[src/rtl/sg_pkg.sv]
package sg_pkg;
  localparam int WORD_W = 32;
  localparam int CNT_W  = 10;
  localparam int CNT_LO = 4;
  localparam int ARB_LO = 14;
  localparam int ARB_W  = 4;

  localparam logic [2:0] CC_INVALID = 3'b000;
  localparam logic [2:0] CC_BASIC   = 3'b001;
  localparam logic [2:0] CC_SG_PRI  = 3'b100;
  localparam logic [2:0] CC_SG_ALT  = 3'b101;
  localparam logic [ARB_W-1:0] ARB_FOUR = 4'b0010;
  localparam int LOAD_BEATS = 4;

  typedef enum logic [2:0] {
    ST_IDLE, ST_PCHK, ST_PRD, ST_PWT, ST_ACHK, ST_ARD, ST_AWT, ST_AWR
  } seq_st_e;

  function automatic logic [2:0] cw_code(logic [WORD_W-1:0] c);
    return c[2:0];
  endfunction

  function automatic logic [CNT_W-1:0] cw_cnt(logic [WORD_W-1:0] c);
    return c[CNT_LO +: CNT_W];
  endfunction

  function automatic logic [ARB_W-1:0] cw_arb(logic [WORD_W-1:0] c);
    return c[ARB_LO +: ARB_W];
  endfunction

  function automatic logic [WORD_W-1:0] cw_update(logic [WORD_W-1:0] c,
                                                  logic [CNT_W-1:0] n,
                                                  logic [2:0] code);
    logic [WORD_W-1:0] r;
    r = c;
    r[CNT_LO +: CNT_W] = n;
    r[2:0] = code;
    return r;
  endfunction
endpackage

[src/rtl/sg_desc_store.sv]
module sg_desc_store
  import sg_pkg::*;
#(
  parameter int AW = 16
) (
  input  logic              clk,
  input  logic              rst_n,
  input  logic              sw_we,
  input  logic              sw_sel,
  input  logic [WORD_W-1:0] sw_wdata,
  input  logic              ld_we,
  input  logic [1:0]        ld_idx,
  input  logic [WORD_W-1:0] ld_data,
  input  logic              pc_we,
  input  logic [WORD_W-1:0] pc_data,
  output logic [AW-1:0]     pri_src,
  output logic [WORD_W-1:0] pri_ctrl,
  output logic [AW-1:0]     alt_src,
  output logic [AW-1:0]     alt_dst,
  output logic [WORD_W-1:0] alt_ctrl
);
  localparam int SLOT_N = 3;

  logic [WORD_W-1:0] slot_q [SLOT_N];

  always_ff @(posedge clk or negedge rst_n) begin
    if (!rst_n) begin
      pri_src  <= '0;
      pri_ctrl <= '0;
    end else begin
      if (sw_we && !sw_sel) pri_src <= sw_wdata[AW-1:0];
      if (pc_we) pri_ctrl <= pc_data;
      else if (sw_we && sw_sel) pri_ctrl <= sw_wdata;
    end
  end

  for (genvar g = 0; g < SLOT_N; g++) begin : g_slot
    always_ff @(posedge clk or negedge rst_n) begin
      if (!rst_n) slot_q[g] <= '0;
      else if (ld_we && ld_idx == 2'(g)) slot_q[g] <= ld_data;
    end
  end

  assign alt_src  = slot_q[0][AW-1:0];
  assign alt_dst  = slot_q[1][AW-1:0];
  assign alt_ctrl = slot_q[2];

  logic unused_slot_hi;
  assign unused_slot_hi = ^{slot_q[0], slot_q[1]};
endmodule

[src/rtl/sg_seq.sv]
module sg_seq
  import sg_pkg::*;
#(
  parameter int AW = 16
) (
  input  logic              clk,
  input  logic              rst_n,
  input  logic              start,
  input  logic              cfg_we,
  input  logic [AW-1:0]     pri_src,
  input  logic [WORD_W-1:0] pri_ctrl,
  input  logic [AW-1:0]     alt_src,
  input  logic [AW-1:0]     alt_dst,
  input  logic [WORD_W-1:0] alt_ctrl,
  output logic              ld_we,
  output logic [1:0]        ld_idx,
  output logic [WORD_W-1:0] ld_data,
  output logic              pc_we,
  output logic [WORD_W-1:0] pc_data,
  output logic              mem_req_valid,
  input  logic              mem_req_ready,
  output logic              mem_req_we,
  output logic [AW-1:0]     mem_req_addr,
  output logic [WORD_W-1:0] mem_req_wdata,
  input  logic              mem_rsp_valid,
  input  logic [WORD_W-1:0] mem_rsp_rdata,
  output logic              busy,
  output logic              done,
  output logic              err
);
  localparam logic [1:0] LAST_BEAT = 2'(LOAD_BEATS - 1);

  seq_st_e           st_q;
  logic [1:0]        beat_q;
  logic [CNT_W-1:0]  pn_q, an_q;
  logic [WORD_W-1:0] buf_q;
  logic              chain_q, done_q, err_q;
  logic              phase_last, pri_ok, alt_ok;
  logic [CNT_W-1:0]  pn_next;

  assign pri_ok     = (cw_code(pri_ctrl) == CC_SG_PRI) && (cw_arb(pri_ctrl) == ARB_FOUR);
  assign alt_ok     = (cw_code(alt_ctrl) == CC_BASIC) || (cw_code(alt_ctrl) == CC_SG_ALT);
  assign phase_last = (pn_q == '0) || (beat_q == LAST_BEAT);
  assign pn_next    = (pn_q == '0) ? '0 : pn_q - CNT_W'(1);

  always_ff @(posedge clk or negedge rst_n) begin
    if (!rst_n) begin
      st_q    <= ST_IDLE;
      beat_q  <= '0;
      pn_q    <= '0;
      an_q    <= '0;
      buf_q   <= '0;
      chain_q <= 1'b0;
      done_q  <= 1'b0;
      err_q   <= 1'b0;
    end else begin
      done_q <= 1'b0;
      if (cfg_we) err_q <= 1'b0;
      case (st_q)
        ST_IDLE: if (start) st_q <= ST_PCHK;
        ST_PCHK: begin
          if (pri_ok) begin
            pn_q   <= cw_cnt(pri_ctrl);
            beat_q <= '0;
            st_q   <= ST_PRD;
          end else begin
            err_q <= 1'b1;
            st_q  <= ST_IDLE;
          end
        end
        ST_PRD: if (mem_req_ready) st_q <= ST_PWT;
        ST_PWT: begin
          if (mem_rsp_valid) begin
            beat_q <= beat_q + 2'd1;
            pn_q   <= pn_next;
            st_q   <= phase_last ? ST_ACHK : ST_PRD;
          end
        end
        ST_ACHK: begin
          if (alt_ok) begin
            an_q    <= cw_cnt(alt_ctrl);
            chain_q <= (cw_code(alt_ctrl) == CC_SG_ALT);
            st_q    <= ST_ARD;
          end else begin
            err_q <= 1'b1;
            st_q  <= ST_IDLE;
          end
        end
        ST_ARD: if (mem_req_ready) st_q <= ST_AWT;
        ST_AWT: begin
          if (mem_rsp_valid) begin
            buf_q <= mem_rsp_rdata;
            st_q  <= ST_AWR;
          end
        end
        ST_AWR: begin
          if (mem_req_ready) begin
            if (an_q != '0) begin
              an_q <= an_q - CNT_W'(1);
              st_q <= ST_ARD;
            end else if (chain_q) begin
              st_q <= ST_PCHK;
            end else begin
              done_q <= 1'b1;
              st_q   <= ST_IDLE;
            end
          end
        end
        default: st_q <= ST_IDLE;
      endcase
    end
  end

  assign ld_we   = (st_q == ST_PWT) && mem_rsp_valid && (beat_q != LAST_BEAT);
  assign ld_idx  = beat_q;
  assign ld_data = mem_rsp_rdata;
  assign pc_we   = (st_q == ST_PWT) && mem_rsp_valid && phase_last;
  assign pc_data = cw_update(pri_ctrl, pn_next,
                             (pn_q == '0) ? CC_INVALID : CC_SG_PRI);

  always_comb begin
    mem_req_valid = 1'b0;
    mem_req_we    = 1'b0;
    mem_req_addr  = '0;
    case (st_q)
      ST_PRD: begin
        mem_req_valid = 1'b1;
        mem_req_addr  = pri_src - AW'(pn_q);
      end
      ST_ARD: begin
        mem_req_valid = 1'b1;
        mem_req_addr  = alt_src - AW'(an_q);
      end
      ST_AWR: begin
        mem_req_valid = 1'b1;
        mem_req_we    = 1'b1;
        mem_req_addr  = alt_dst - AW'(an_q);
      end
      default: ;
    endcase
  end

  assign mem_req_wdata = buf_q;
  assign busy = (st_q != ST_IDLE);
  assign done = done_q;
  assign err  = err_q;
endmodule

[src/rtl/sg_chain_dma.sv]
module sg_chain_dma
  import sg_pkg::*;
#(
  parameter int AW = 16
) (
  input  logic              clk,
  input  logic              rst_n,
  input  logic              start,
  input  logic              cfg_we,
  input  logic              cfg_sel,
  input  logic [WORD_W-1:0] cfg_wdata,
  output logic              mem_req_valid,
  input  logic              mem_req_ready,
  output logic              mem_req_we,
  output logic [AW-1:0]     mem_req_addr,
  output logic [WORD_W-1:0] mem_req_wdata,
  input  logic              mem_rsp_valid,
  input  logic [WORD_W-1:0] mem_rsp_rdata,
  output logic              busy,
  output logic              done,
  output logic              err
);
  logic [AW-1:0]     pri_src, alt_src, alt_dst;
  logic [WORD_W-1:0] pri_ctrl, alt_ctrl, ld_data, pc_data;
  logic              ld_we, pc_we;
  logic [1:0]        ld_idx;

  sg_desc_store #(.AW(AW)) u_store (
    .clk      (clk),
    .rst_n    (rst_n),
    .sw_we    (cfg_we),
    .sw_sel   (cfg_sel),
    .sw_wdata (cfg_wdata),
    .ld_we    (ld_we),
    .ld_idx   (ld_idx),
    .ld_data  (ld_data),
    .pc_we    (pc_we),
    .pc_data  (pc_data),
    .pri_src  (pri_src),
    .pri_ctrl (pri_ctrl),
    .alt_src  (alt_src),
    .alt_dst  (alt_dst),
    .alt_ctrl (alt_ctrl)
  );

  sg_seq #(.AW(AW)) u_seq (
    .clk           (clk),
    .rst_n         (rst_n),
    .start         (start),
    .cfg_we        (cfg_we),
    .pri_src       (pri_src),
    .pri_ctrl      (pri_ctrl),
    .alt_src       (alt_src),
    .alt_dst       (alt_dst),
    .alt_ctrl      (alt_ctrl),
    .ld_we         (ld_we),
    .ld_idx        (ld_idx),
    .ld_data       (ld_data),
    .pc_we         (pc_we),
    .pc_data       (pc_data),
    .mem_req_valid (mem_req_valid),
    .mem_req_ready (mem_req_ready),
    .mem_req_we    (mem_req_we),
    .mem_req_addr  (mem_req_addr),
    .mem_req_wdata (mem_req_wdata),
    .mem_rsp_valid (mem_rsp_valid),
    .mem_rsp_rdata (mem_rsp_rdata),
    .busy          (busy),
    .done          (done),
    .err           (err)
  );
endmodule

[config.mk]
export PLATFORM = sky130hd
export DESIGN_NAME = sg_chain_dma
export DESIGN_NICKNAME = d
export VERILOG_FILES = /design/src/rtl/sg_pkg.sv /design/src/rtl/sg_desc_store.sv /design/src/rtl/sg_seq.sv /design/src/rtl/sg_chain_dma.sv
export SDC_FILE = /design/constraint.sdc
export NUM_CORES = 1
export LEC_CHECK = 0
export CORE_UTILIZATION = 50
export DETAILED_ROUTE_END_ITERATION = 8
export DONT_BUFFER_PORTS = 1
export PLACE_DENSITY = 0.65
export SYNTH_ARGS = -nofsm -noshare
export SYNTH_HDL_FRONTEND = slang
export SYNTH_SLANG_ARGS = --single-unit
[constraint.sdc]
create_clock -name clk -period 3.8 [get_ports clk]
set_clock_uncertainty 0.05 [all_clocks]
set_input_delay 0.38 -clock clk [delete_from_list [all_inputs] [get_ports clk]]
set_output_delay 0.38 -clock clk [all_outputs]
set_load 0.05 [all_outputs]
; ---- After elaboration in Yosys (flattened, before gate mapping)
; Index checks and enable logic that the tools add are counted.
[classes]
addsub = 6
n_eq_ne = 24
n_mux = 37
bitwise = 1
n_reduce_logical = 27
[op_table]
columns = operator, count
row1 = 10-bit two-way mux, 6
row2 = 16-bit case mux with 3 select lines, 1
row3 = 16-bit by 10-bit subtractor with 16-bit output, 3
row4 = 10-bit case mux with 2 select lines, 2
row5 = 3-bit two-way mux, 10
row6 = 14-bit two-way mux, 2
row7 = 3-bit case mux with 8 select lines, 1
row8 = 10-bit by 1-bit subtractor with 10-bit output (second input constant), 2
row9 = 3-bit equality test (second input constant), 6
row10 = 2-bit != test (second input constant), 7
row11 = 10-bit logical NOT, 1
row12 = 1-bit two-way mux, 10
row13 = 10-bit nonzero test, 1
row14 = 1-bit logical AND, 9
row15 = 3-bit by 1-bit equality test with 1-bit output (second input constant), 2
row16 = 3-bit by 2-bit equality test with 1-bit output (second input constant), 2
row17 = 2-bit two-way mux, 3
row18 = 2-bit by 1-bit != test with 1-bit output (second input constant), 3
row19 = 2-bit AND reduction, 3
row20 = 6-bit AND reduction, 1
row21 = 2-bit nonzero test, 3
row22 = 2-bit equality test (second input constant), 2
row23 = 4-bit by 2-bit equality test with 1-bit output (second input constant), 1
row24 = 2-bit case mux with 2 select lines, 1
row25 = 12 further kinds, 13
[word_totals]
ff_bits = 140
input_bits = 71
output_inout_bits = 53
word_cells = 109

; ---- Longest topological paths before layout
[depth]
ltp_word = 5
mapped_depth = 15
depth_no_buf = 12

; ---- Hierarchy
; From an unflattened synthesis, not the netlist that was laid out.
[hier_totals]
hier_cells = 916
hier_area_um2 = 9567.9
[modules_own_cells]
columns = module, instances, cells_per_inst, area_per_inst_um2, seq_area_each_um2
row1 = sg_seq, 1, 563, 4863.4, 1501.4
row2 = sg_desc_store, 1, 353, 4704.5, 2802.7

; ---- Least setup slack after synthesis
; Ideal clock, no wire load.
[synth_path]
kind = reg2out
from = register u_seq.st_q[0]
to = output port mem_req_addr[7]
t_arrival_ps = 4000
t_required_ps = 3370
path_slack_ps = -630
stages_incl_launch_ff = 14
path_buffers = 4
path_cell_list = dfrtp_1 > buf_2 > nand3_2 > inv_2 > clkbuf_1 > clkbuf_1 > nand2_1 > nand2_1 > ha_1 > clkbuf_1 > a21o_1 > nor3_1 > a21oi_1 > o32ai_1
[synth_via]
elab_chain_len = 2
elab_cells_between_ends = 4
cone_classes = 3 x eq/ne / 1 x mux
[synth_lines]
columns = element, line_no
row1 = "start, declared", sg_seq.sv:33  ; seq_st_e st_q;
row2 = "start signal, assigned", sg_seq.sv:76  ; st_q <= phase_last ? ST_ACHK : ST_PRD;
row3 = 3-bit equality test / 3-bit by 2-bit equality test with 1-bit output (equally long branches), sg_seq.sv:125  ; case (st_q)
row4 = 16-bit case mux with 3 select lines *, sg_seq.sv:125
row5 = "end, declared", sg_chain_dma.sv:15  ; output logic [AW-1:0] mem_req_addr,
; Every way passes the cells marked *; elsewhere a longest branch is shown, timed or not.

; ---- Final worst setup path
[layout_path]
from = register u_seq.st_q[0]
to = output port mem_req_addr[14]
; Same word-level chain as after synthesis.

==> flow_metrics.py <==
metrics = {
    "critical_path": {
        "reg2regPathDepth": 9,
        "path_cells": "nand3_2 > clkinv_4 > mux2i_4 > ha_2 > inv_2 > fa_2 > a211oi_2 > o21bai_1 > a21oi_2 > o2111ai_2 > xnor2_2 > o22ai_4 > buf_12",
        "worstSetupStartpointType": "flop",
        "path_buf_inv": 3,
        "crit_type": "reg -> out",
        "slowest_delay_ps": 370,
        "r2r-start": "u_seq.pn_q[0]",
        "reg2reg_to": "u_store.pri_ctrl[14]",
        "worst_setup_path_end_kind": "primary output",
        "cp.required_ps": 3370,
        "critPathArrivalTime_ps": 3230,
        "crit_family": "compound AO/OA/AOI/OAI gates",
        "cp_max_fo": 6,
        "critPathSlowestCell": "fa_2",
        "crit_start": "u_seq.st_q[0]",
        "regToRegSetupSlack_ps": 980,
    },
    "placement": {
        "pre_cts_slack_ps": 253,
        "placed_cell_area_mm2": 0.00812,
        "dp.cells": 897,
        "port_buffers": 0,
        "place_hpwl_um": 13700,
        "place_congestion": 0.880,
    },
    "worst_hold_path": {
        "hold_path_end": "u_store.pri_src[0]",
        "whs_path_depth": 2,
        "hp-start": "cfg_wdata[0]",
        "hp-class": "in -> reg",
    },
    "power_and_ir_drop": {
        "p_sw_mw": 3.85,
        "power.total_mw": 8.67,
        "combPwrFrac": 0.432,
        "p_int_mw": 4.82,
        "p_seq_frac": 0.362,
        "peakVddDrop_mv": 0.532,
        "swShare": 0.444,
        "power_leakage_nw": 3.96,
        "p_clk_frac": 0.207,
        "p_per_area_mw_per_mm2": 971,
    },
    "timing": {
        "finalHoldViolCount": 0,
        "drv_slew": 0,
        "finalSetupTns_ps": 0,
        "final-setup-viol-count": 0,
        "max_clock_freq_mhz": 273,
        "rsz0062_at_grt": "true",
        "worstMarginPinSlew_ps": 990,
        "timing.hold.ws_ps": 27.3,
        "finalWorstSetupSlack_ps": 142,
        "period_share": 0.963,
        "fin_crit_ps": 3660,
        "slew_headroom": 0.339,
    },
    "logic_synthesis": {
        "syn_avg_cell_area_um2": 10.6,
        "synth-async-reset-ratio": 1.00,
        "synth_area_mm2": 0.00758,
        "ys_seq_elements": 138,
        "ys.flop_type": "dfrtp_1",
        "yosys.cell_types.count": 66,
        "ys_warn_count": 0,
        "ys_seq_area_frac": 0.455,
        "synth-edff-count": 0,
        "syn-num-nets": 816,
        "netlist_instances": 717,
    },
    "clock_network": {
        "clk_path_buf_depth": 2,
        "cts_root_buf": "clkbuf_16",
        "clk_pin_slew_ps": 60,
        "cts_tree": "yes",
        "cts_num_sinks": 138,
        "cts_buffers": 17,
        "clk_latency_ps": 420,
        "htree_levels": 4,
    },
    "layout": {
        "layout.nets": 841,
        "antennaDiodeCount": 0,
        "final_area_mm2": 0.00893,
        "final_cell_count_no_fill": 939,
        "utilization": 0.610,
        "synthToLayoutAreaGrowth_pct": 17.8,
        "final_layout_size_suffix_gt1_frac": 0.274,
    },
    "outcome": {
        "status": "finished, violations left",
        "violations": "DRC",
    },
    "drt": {
        "wl_um": 18900,
        "vias_per_cell": 6.08,
        "wl_per_cell_um": 20.1,
        "antenna_left": 0,
        "first_pass_iters": 9,
        "drt_iter0_drc": 504,
        "num_vias": 5708,
        "drc_errors": 8,
    },
    "floorplanning": {
        "die_w_um": 125,
        "core_mm2": 0.0146,
        "die_area_mm2": 0.0157,
        "die_y_um": 125,
        "ios": 124,
        "floorplan.rows": 44,
        "start_util": 0.518,
    },
    "grt": {
        "grt_usage": 0.253,
        "grt_pass1_wl_um": 31000,
        "grt_max_degree": 139,
        "grt.overflow.total": 0,
        "antenna_found_initial": 0,
        "grt_pass1_vias": 5919,
    },
    "job": {
        "max-cap-violations": 0,
    },
}
==> registers in the layout, indices dropped and copies added, names as in the netlist, 3 cells and up <==
signal	cells
u_seq.an_q	10
u_seq.st_q	3
u_seq.mem_req_wdata	32
u_store.pri_ctrl	17
u_store.alt_dst	16
u_seq.pn_q	10
u_store.alt_src	16
u_store.alt_ctrl	13
u_store.pri_src	16
==> layout by cell type (no fill, tap or decap), types with 16 or more instances in the layout <==
master	Yosys	final
inv_1	31	30
a21oi_1	37	36
clkbuf_16	0	17
nand2_1	70	70
nor2_1	28	28
ha_1	26	25
nand3_1	19	19
dfrtp_1	138	138
buf_4	1	20
mux2_2	102	102
xnor2_1	17	16
o21ai_0	41	40
==> Yosys cell counts, types with 7 or more instances <==
| cell | n | share of area |
|---|---|---|
| a21o_1 | 7 | 0.0069 |
| a21oi_1 | 37 | 0.024 |
| a22oi_1 | 9 | 0.0089 |
| buf_2 | 10 | 0.0066 |
| clkbuf_1 | 15 | 0.0074 |
| dfrtp_1 | 138 | 0.46 |
| ha_1 | 26 | 0.043 |
| inv_1 | 31 | 0.015 |
| mux2_2 | 102 | 0.15 |
| mux2i_1 | 15 | 0.020 |
| nand2_1 | 70 | 0.035 |
| nand3_1 | 19 | 0.013 |
| nor2_1 | 28 | 0.014 |
| nor3_1 | 16 | 0.011 |
| o21ai_0 | 41 | 0.027 |
| o22ai_1 | 23 | 0.019 |
| xnor2_1 | 17 | 0.020 |
| xor2_1 | 11 | 0.013 |
==> worst register-to-register path, delay by kind of cell, from the launching register on <==
family,cells,cell delay [ps]
fa+ha+maj,1,270
buf+inv,2,250
simple gates,4,700
flops,1,410
compound gates,1,690
mux,1,340
==> layer usage <==
layer / routed length [µm] / global-route usage / up-vias
met1: 8590 / 0.340 / 2831
met3: 1100 / 0.0612 / 24
met5: 0 / 0 / -
met2: 8900 / 0.406 / 186
li1: - / - / 2667
met4: 291 / 0.0782 / 0
==> worst max path at each step <==
stage / to / slack (ps) / depth (start not counted)
5_1_grt: mem_req_addr[15] / -20 / 13
3_3_place_gp: mem_req_addr[14] / 320 / 13
4_1_cts: mem_req_addr[15] / 10 / 13
2_1_floorplan: mem_req_addr[14] / 0.2 / 15
3_5_place_dp: mem_req_addr[14] / 250 / 13
6_report: mem_req_addr[14] / 140 / 13
==> repair_timing <==
item,CTS,global route
hold buffers,2,1
setup buffers,1,6
endpoints found under the hold margin,138,1
pin swaps,2,9
gates resized for setup,4,14
setup endpoints to repair,5,8
==> power groups by stage <==
| stage | registers, mW | clock network [mW] | logic (mW) |
|---|---|---|---|
| 6_report | 3.14 | 1.79 | 3.74 |
| 5_1_grt | 3.21 | 1.88 | 4.08 |
| 4_1_cts | 3.13 | 1.82 | 3.61 |
| 3_5_place_dp | 3.15 | 0 | 3.52 |
| 3_3_place_gp | 3.13 | 0 | 3.45 |
| 2_1_floorplan | 3.02 | 0 | 2.67 |
==> logic make-up (layout without fill, tap and decap cells) <==
group,count (synthesis),in the layout,share of synthesized area
compound gates,170,170,0.145
xor+xnor,28,28,0.0323
fa+ha+maj,28,28,0.0482
buf+inv,61,99,0.0323
flops,138,138,0.455
mux,117,117,0.171
simple gates,175,175,0.115
==> cell type report <==
class,instances,area [µm²]
clock buffer,19,453
clock inverter,13,186
fill,1198,5710
inverter,32,125
multi-input combinational,518,4050
sequential,138,3450
tap,184,230
timing repair buffer,35,433
Note: power is estimated with default switching activity, not from simulation.
